## src/rtl/dpa_pkg.sv

```systemverilog
package dpa_pkg;
   typedef enum logic [1:0] {
      PTR_IDLE = 2'b00,
      PTR_LOAD = 2'b01,
      PTR_INC  = 2'b10,
      PTR_RSVD = 2'b11
   } ptr_op_e;
endpackage

```

## src/rtl/dpa_aux_reg.sv

```systemverilog
module dpa_aux_reg #(
   parameter int                DATA_W    = 8,
   parameter int                SEL_BIT   = 0,
   parameter int                SRST_BIT  = 3,
   parameter logic [DATA_W-1:0] ZERO_MASK = 8'h06
) (
   input  logic              clk,
   input  logic              rst_n,
   input  logic              aux_wr,
   input  logic [DATA_W-1:0] wdata,
   output logic [DATA_W-1:0] aux_rd,
   output logic              sel,
   output logic              soft_clr,
   output logic              swrst_req
);
   localparam logic [DATA_W-1:0] SRST_MASK = DATA_W'(1) << SRST_BIT;
   localparam logic [DATA_W-1:0] WR_MASK   = ~(ZERO_MASK | SRST_MASK);

   // Increment toggling relies on the bit above the select bit being tied low.
   if (SRST_BIT >= DATA_W || SEL_BIT + 1 >= DATA_W) begin : g_bad_bits
      $error("dpa_aux_reg: bit position outside register");
   end
   if (ZERO_MASK[SEL_BIT] || !ZERO_MASK[SEL_BIT+1] || SRST_BIT == SEL_BIT) begin : g_bad_mask
      $error("dpa_aux_reg: select bit needs a tied-low neighbour above it");
   end

   logic [DATA_W-1:0] aux_q;
   logic              swrst_q;

   assign soft_clr = aux_wr && wdata[SRST_BIT];

   always_ff @(posedge clk or negedge rst_n) begin
      if (!rst_n) begin
         aux_q   <= '0;
         swrst_q <= 1'b0;
      end else begin
         swrst_q <= soft_clr;
         if (soft_clr)    aux_q <= '0;
         else if (aux_wr) aux_q <= wdata & WR_MASK;
      end
   end

   assign aux_rd    = aux_q;
   assign sel       = aux_q[SEL_BIT];
   assign swrst_req = swrst_q;
endmodule

```

## src/rtl/dpa_ptr_slot.sv

```systemverilog
module dpa_ptr_slot
   import dpa_pkg::*;
#(
   parameter int DATA_W = 8,
   parameter int PTR_W  = 16
) (
   input  logic              clk,
   input  logic              rst_n,
   input  logic              soft_clr,
   input  logic              active,
   input  logic              wr_lo,
   input  logic              wr_hi,
   input  logic [DATA_W-1:0] wdata,
   input  ptr_op_e           op,
   input  logic [PTR_W-1:0]  load_val,
   output logic [PTR_W-1:0]  ptr_q
);
   if (PTR_W != 2 * DATA_W) begin : g_bad_width
      $error("dpa_ptr_slot: pointer must be two bytes wide");
   end

   always_ff @(posedge clk or negedge rst_n) begin
      if (!rst_n) begin
         ptr_q <= '0;
      end else if (soft_clr) begin
         ptr_q <= '0;
      end else if (active) begin
         if (wr_lo || wr_hi) begin
            if (wr_lo) ptr_q[DATA_W-1:0]     <= wdata;
            if (wr_hi) ptr_q[PTR_W-1:DATA_W] <= wdata;
         end else begin
            case (op)
               PTR_LOAD: ptr_q <= load_val;
               PTR_INC:  ptr_q <= ptr_q + PTR_W'(1);
               default:  ;
            endcase
         end
      end
   end
endmodule

```

## src/rtl/dpa_rd_mux.sv

```systemverilog
module dpa_rd_mux #(
   parameter int                DATA_W  = 8,
   parameter int                PTR_W   = 16,
   parameter int                ADDR_W  = 8,
   parameter logic [ADDR_W-1:0] A_AUX   = 8'h10,
   parameter logic [ADDR_W-1:0] A_LO    = 8'h11,
   parameter logic [ADDR_W-1:0] A_HI    = 8'h12
) (
   input  logic [ADDR_W-1:0] addr,
   input  logic [DATA_W-1:0] aux_rd,
   input  logic [PTR_W-1:0]  act_ptr,
   output logic [DATA_W-1:0] rdata
);
   always_comb begin
      if (addr == A_AUX)     rdata = aux_rd;
      else if (addr == A_LO) rdata = act_ptr[DATA_W-1:0];
      else if (addr == A_HI) rdata = act_ptr[PTR_W-1:DATA_W];
      else                   rdata = '0;
   end
endmodule

```

## src/rtl/dptr_aux_ctrl.sv

```systemverilog
module dptr_aux_ctrl
   import dpa_pkg::*;
#(
   parameter int                DATA_W    = 8,
   parameter int                ADDR_W    = 8,
   parameter int                SRST_BIT  = 3,
   parameter logic [ADDR_W-1:0] A_AUX     = 8'h10,
   parameter logic [ADDR_W-1:0] A_LO      = 8'h11,
   parameter logic [ADDR_W-1:0] A_HI      = 8'h12,
   parameter logic [DATA_W-1:0] ZERO_MASK = 8'h06
) (
   input  logic                clk,
   input  logic                rst_n,
   input  logic [ADDR_W-1:0]   bus_addr,
   input  logic                bus_we,
   input  logic [DATA_W-1:0]   bus_wdata,
   output logic [DATA_W-1:0]   bus_rdata,
   input  logic [1:0]          ptr_op,
   input  logic [2*DATA_W-1:0] ptr_load,
   output logic [2*DATA_W-1:0] ptr_value,
   output logic                ptr_sel,
   output logic                swrst_req
);
   localparam int PTR_W = 2 * DATA_W;
   localparam int N_PTR = 2;

   if (A_AUX == A_LO || A_AUX == A_HI || A_LO == A_HI) begin : g_bad_addr
      $error("dptr_aux_ctrl: register addresses must differ");
   end

   logic [DATA_W-1:0] aux_rd;
   logic              soft_clr;
   logic              aux_wr, lo_wr, hi_wr;
   logic [PTR_W-1:0]  ptr_arr [N_PTR];
   ptr_op_e           op_e;

   assign op_e   = ptr_op_e'(ptr_op);
   assign aux_wr = bus_we && (bus_addr == A_AUX);
   assign lo_wr  = bus_we && (bus_addr == A_LO);
   assign hi_wr  = bus_we && (bus_addr == A_HI);

   dpa_aux_reg #(
      .DATA_W(DATA_W), .SEL_BIT(0), .SRST_BIT(SRST_BIT), .ZERO_MASK(ZERO_MASK)
   ) u_aux (
      .clk(clk), .rst_n(rst_n), .aux_wr(aux_wr), .wdata(bus_wdata),
      .aux_rd(aux_rd), .sel(ptr_sel), .soft_clr(soft_clr), .swrst_req(swrst_req)
   );

   for (genvar i = 0; i < N_PTR; i++) begin : g_slot
      dpa_ptr_slot #(.DATA_W(DATA_W), .PTR_W(PTR_W)) u_slot (
         .clk(clk), .rst_n(rst_n), .soft_clr(soft_clr),
         .active(ptr_sel == i[0]),
         .wr_lo(lo_wr), .wr_hi(hi_wr), .wdata(bus_wdata),
         .op(op_e), .load_val(ptr_load), .ptr_q(ptr_arr[i])
      );
   end

   assign ptr_value = ptr_arr[ptr_sel];

   dpa_rd_mux #(
      .DATA_W(DATA_W), .PTR_W(PTR_W), .ADDR_W(ADDR_W),
      .A_AUX(A_AUX), .A_LO(A_LO), .A_HI(A_HI)
   ) u_rd (
      .addr(bus_addr), .aux_rd(aux_rd), .act_ptr(ptr_value), .rdata(bus_rdata)
   );
endmodule

```

## config.mk

```make
export PLATFORM = sky130hd
export DESIGN_NAME = dptr_aux_ctrl
export DESIGN_NICKNAME = d
export VERILOG_FILES = /design/src/rtl/dpa_pkg.sv /design/src/rtl/dpa_aux_reg.sv /design/src/rtl/dpa_ptr_slot.sv /design/src/rtl/dpa_rd_mux.sv /design/src/rtl/dptr_aux_ctrl.sv
export SDC_FILE = /design/constraint.sdc
export NUM_CORES = 1
export LEC_CHECK = 0
export BUFFER_PORTS_ARGS = -buffer_cell sky130_fd_sc_hd__clkbuf_2
export CORE_ASPECT_RATIO = 1.1
export CORE_MARGIN = 2
export CORE_UTILIZATION = 50
export CTS_CLUSTER_SIZE = 20
export DETAILED_ROUTE_END_ITERATION = 6
export GPL_TIMING_DRIVEN = 0
export PLACE_DENSITY = 0.76
export SLEW_MARGIN = 5
export SYNTH_ARGS = -nofsm -noshare
export SYNTH_HDL_FRONTEND = slang
export SYNTH_SLANG_ARGS = --single-unit
```

## constraint.sdc

```tcl
create_clock -name clk -period 2.1 [get_ports clk]
set_input_delay 0.42 -clock clk [delete_from_list [all_inputs] [get_ports clk]]
set_output_delay 0.42 -clock clk [all_outputs]
set_load 0.02 [all_outputs]
```

== Word level (Yosys, flattened, before mapping) ==
Index checks and enable logic that the tools add are counted.
Word-level totals
  flip-flop bits (word level): 41
  bits of input ports: 37
  word-level logic and storage cells: 48
Cells by class
  add/subtract/negate cells: 2
  magnitude comparators: 1
  equality and inequality tests: 8
  mux-type cells: 18
  bitwise gates (word level): 1
  reductions and logical operators: 12
Operator list (number)
  2-to-1 mux 16 bit: 9
  one-hot mux 16 bit (2 select lines): 2
  2-to-1 mux 8 bit: 7
  adder 16 x 1 -> 16 bit, second input constant: 2
  == test 8 x 5 -> 1 bit, second input constant: 3
  AND reduction 3 bit: 4
  != test 3 x 2 -> 1 bit, second input constant: 2
  logical AND 1 bit: 4
  nonzero test 2 bit: 2
  nonzero test 4 bit: 1
  == test 2 x 1 -> 1 bit, second input constant: 1
  == test 2 bit, second input constant: 1
  greater-or-equal comparator 2 bit, second input constant: 1
  != test 2 x 1 -> 1 bit, second input constant: 1
  inverter 1 -> 2 bit: 1
  logical OR 1 bit: 1

== Logic depth before layout (Yosys ltp) ==
  depth in word-level cells: 7
  gate-level depth with buffers: 8
  depth with buffers taken out: 7

== Cells and area by module ==
Synthesis repeated with hierarchy kept, for this count alone.
Second synthesis, totals
  cells, all modules: 437
  area, all modules: 3657.3 µm²
By module, submodules not included
  dpa_ptr_slot: times used 2, cells each 178, area each 1443.9 µm², sequential area each 400.4 µm²
  dptr_aux_ctrl: times used 1, cells each 25, area each 265.3 µm², sequential area each 0.0 µm²
  dpa_aux_reg: times used 1, cells each 19, area each 257.7 µm², sequential area each 150.1 µm²
  dpa_rd_mux: times used 1, cells each 37, area each 246.5 µm², sequential area each 0.0 µm²

== Worst setup path before layout ==
No wires, ideal clock.
  path type: reg-to-output
  from: register u_aux.aux_q[0] (netlist: u_aux.aux_rd[0])
  to: output bus_rdata[1]
  arrival time: 2.142 ns
  setup slack: -0.462 ns
  cell stages (with the launch flop): 7
  path buffers: 3
  cells stage by stage: dfrtp_1 clkbuf_1 buf_1 buf_2 o21ai_0 a22oi_1 nor2_1
On the way
  longest elaborated chain between the ends: 7
RTL lines
  start, declared: line dpa_aux_reg.sv:27  | logic [DATA_W-1:0] aux_q;
  start signal, assigned: line dpa_aux_reg.sv:39  | else if (aux_wr) aux_q <= wdata & WR_MASK;
  inverter 1 -> 2 bit (implied by the code): line dptr_aux_ctrl.sv:58  | assign ptr_value = ptr_arr[ptr_sel];
  2-to-1 mux 16 bit (implied by the code) (3 in series): line dptr_aux_ctrl.sv:58
  named net ptr_value[9]: line dptr_aux_ctrl.sv:20  | output logic [2*DATA_W-1:0] ptr_value,
  2-to-1 mux 8 bit: line dpa_rd_mux.sv:17  | else if (addr == A_HI) rdata = act_ptr[PTR_W-1:DATA_W];
  2-to-1 mux 8 bit: line dpa_rd_mux.sv:16  | else if (addr == A_LO) rdata = act_ptr[DATA_W-1:0];
  2-to-1 mux 8 bit: line dpa_rd_mux.sv:15  | if (addr == A_AUX) rdata = aux_rd;
  end, declared: line dptr_aux_ctrl.sv:17  | output logic [DATA_W-1:0] bus_rdata,
The timed path passes the listed nets, and every way through them passes these cells. The select of a mux whose other input is x is not followed.

== Worst setup path in the final report ==
  from: register u_aux.aux_q[0] (netlist: u_aux.aux_rd[0])
  to: output bus_rdata[6]
On the way
  longest elaborated chain between the ends: 7
RTL lines (line)
  inverter 1 -> 2 bit (implied by the code) (*): dptr_aux_ctrl.sv:58
  2-to-1 mux 16 bit (implied by the code) (*) (3 in series): dptr_aux_ctrl.sv:58
  2-to-1 mux 8 bit: dpa_rd_mux.sv:17
  2-to-1 mux 8 bit (*): dpa_rd_mux.sv:16
  2-to-1 mux 8 bit (*): dpa_rd_mux.sv:15
Mark *: on every way between the ends. The rest lies on a longest branch, timed or not. The select of a mux whose other input is x is not followed.

==> impl_metrics.toml <==
[job]
maxCapViolCount = 0

[hold_path]
holdCritPathClass = "input port to asynchronous set/reset pin"

[timing]
tns_ns = -0.971
max_slew_margin = 0.296
slew_viol_final = 0
fmax_mhz = 445
hold_viol_final = 0
report.final.setup_viol = 8
worst_pin_slew_ns = 1.06
post-route-min-period_ns = 2.24
post-route-period-util = 1.07
setup_ws_ns = -0.145
skew_ns = 0.00616
grt_setup_unrepaired = "true"

[die]
core_um2 = 6190
die_area_um2 = 7120
num_io_pins = 63
initial_core_util = 0.522
die-height_um = 88.3
fp.dieW_um = 80.6
row_count = 30

[synthesis]
yosysTopAreaCell = "dfrtp_1"
ys_warn_count = 0
ys_seq_area_frac = 0.294
synth_fp_nets = 437
yosysUniqueCellTypes = 73
ys_top_cells_by_count = "nand2_1, dfrtp_1, nor2_1"
synth_top_area_frac = 0.294
synth_flop_cell = "dfrtp_1"
synth_edf_count = 0
ys_ff_latch = 38
syn_avg_cell_area_um2 = 8.14
async_flop_share = 1.00
syn_inst = 397
syn_area_um2 = 3230
synthTopCellsByArea = "dfrtp_1, nand2_1, mux2_2"
synth.most_common_cell = "nand2_1"

[global_routing]
grt_max_degree = 39
grt_pass1_vias = 3497
grt_use_total = 0.341
antenna_found_initial = 0
grt_pass1_wl_mm = 18.3
grt_remaining_overflow = 0

[worst_setup_path]
critical_path_class = "flop to output port"
required_ns = 1.68
crit_arrival_ns = 1.82
critical_path.startpoint_type = "flop"
end_kind = "output port"
cp_max_fo = 8

[clocking]
cts_hold_buf = 0
numCtsBuffers = 5
clk_pin_slew_ns = 0.08
cts_tree = "yes"
cts_buffer_depth = 2
cts_root_buf = "clkbuf_8"
clkSinkCount = 38
htreeDepth = 2
insertion_delay_ns = 0.30

[drt]
vias = 3755
viasPerCell = 6.84
wire_per_inst_um = 22.2
drt_first_pass_iters = 7
ant_nets = 0
drc = 0
drt_iter0_markers = 498
drt-total-wl_mm = 12.2

[outcome]
violations = "setup timing"
status = "finished, violations left"

[finish]
multi_input_area_um2 = 2280
diodes = 0
drive_above_1_share = 0.322
final_nets = 508
fillers = 499
regArea_um2 = 951
syn_to_final_growth_pct = 27.9

[pwr]
p_sw_mw = 0.995
peakVddDrop_mv = 0.299
leakagePower_nw = 1.73
switching_share = 0.400
power_density_nw_per_um2 = 602
finalPower_mw = 2.49
power.internal_mw = 1.49
seq_power_share = 0.403
comb_power_share = 0.375
p_clk_frac = 0.223

[placed_design]
place_ws_ns = -0.463
dpl.hpwl_mm = 8.40
port_buffers = 59
gp_congestion = 0.944
## flip-flops by register name, indices dropped and copies added, names as in the netlist
signal,cells
u_aux.swrst_req,1
g_slot.u_slot.ptr_q,32
u_aux.aux_rd,5
## critical path, cell delays in order (launching register included)
cell and delay (ns):
dfrtp_1 0.41, buf_8 0.15, mux2_2 0.26, nor2_1 0.06, or3_1 0.36, a21oi_4 0.16, buf_8 0.13
## worst paths after layout
path / slack (ns) / endpoint / cells after the start / startpoint
worst max-delay path: -0.14 / bus_rdata[6] / 6 / u_aux.aux_rd[0]
worst min register to register: 0.49 / u_aux.aux_rd[4] / 2 / u_aux.aux_rd[4]
worst min-delay path: 0.30 / g_slot[0].u_slot.ptr_q[1] / 1 / rst_n
max in group asynchronous: 1.15 / g_slot[1].u_slot.ptr_q[15] / 1 / rst_n
min in group clk: 0.40 / u_aux.aux_rd[4] / 3 / bus_wdata[4]
worst max register to register: 0.09 / g_slot[1].u_slot.ptr_q[6] / 6 / g_slot[1].u_slot.ptr_q[0]
## timing repair
item,4_1_cts,5_1_grt
gates cloned,0,1
resized for setup,33,46
pin swaps,2,9
endpoints found under the hold margin,0,0
endpoints found under the setup margin,38,42
setup buffers,1,8
## routing by layer
layer  wire, µm  GRT usage  part of all wire
met4        616      0.157             0.051
met2       5700      0.555              0.47
met5          0          0                 0
met3       1230     0.0724              0.10
met1       4640      0.435              0.38
## cells in the final DEF, fill, tap and decap left out, types with 11 or more instances in the layout
cell type	count
o21ai_0	18
nand3_1	15
a21oi_1	18
a31oi_1	12
nand2_1	42
nand4_1	16
dfrtp_1	38
clkbuf_2	54
inv_1	13
nor2_1	22
mux2_2	11
## cell type report
cell class | count | share of cell area
plain buffers | 27 | 0.0433
clock buffers | 7 | 0.0209
clock inverters | 1 | 0.00121
inverters | 14 | 0.0133
multi-input cells | 313 | 0.552
flip-flops and latches | 38 | 0.230
well taps | 80 | 0.0242
repair buffers | 69 | 0.115
## through the flow
stage	hold slack [ns]	area, µm²	utilization	instances
floorplan	0.124	3340	-	397
global placement	0.464	3730	0.602	536
detailed placement	0.476	3730	0.602	536
CTS	0.327	3950	0.637	542
global route	0.360	4130	0.667	549
finish	0.300	4130	0.667	549
## power by group through the flow
| stage | combinational, mW | clock (mW) | sequential (mW) |
|---|---|---|---|
| detailed placement | 0.851 | 0 | 0.993 |
| global placement | 0.835 | 0 | 0.990 |
| global route | 0.991 | 0.599 | 1.02 |
| finish | 0.932 | 0.553 | 1.00 |
| CTS | 0.855 | 0.549 | 0.988 |
| floorplan | 0.608 | 0 | 0.947 |
## cells by family (layout without fill, tap and decap cells)
group | after synthesis | in the layout | share of synthesized area
AND/OR/NAND/NOR | 152 | 152 | 0.252
XOR/XNOR | 8 | 8 | 0.0217
buffers and inverters | 46 | 118 | 0.0616
flip-flops | 38 | 38 | 0.294
adder cells (fa/ha/maj) | 3 | 3 | 0.0116
multiplexers | 19 | 19 | 0.0705
AO/OA/AOI/OAI | 131 | 131 | 0.288
No activity file was read; power rests on OpenSTA's default activity.
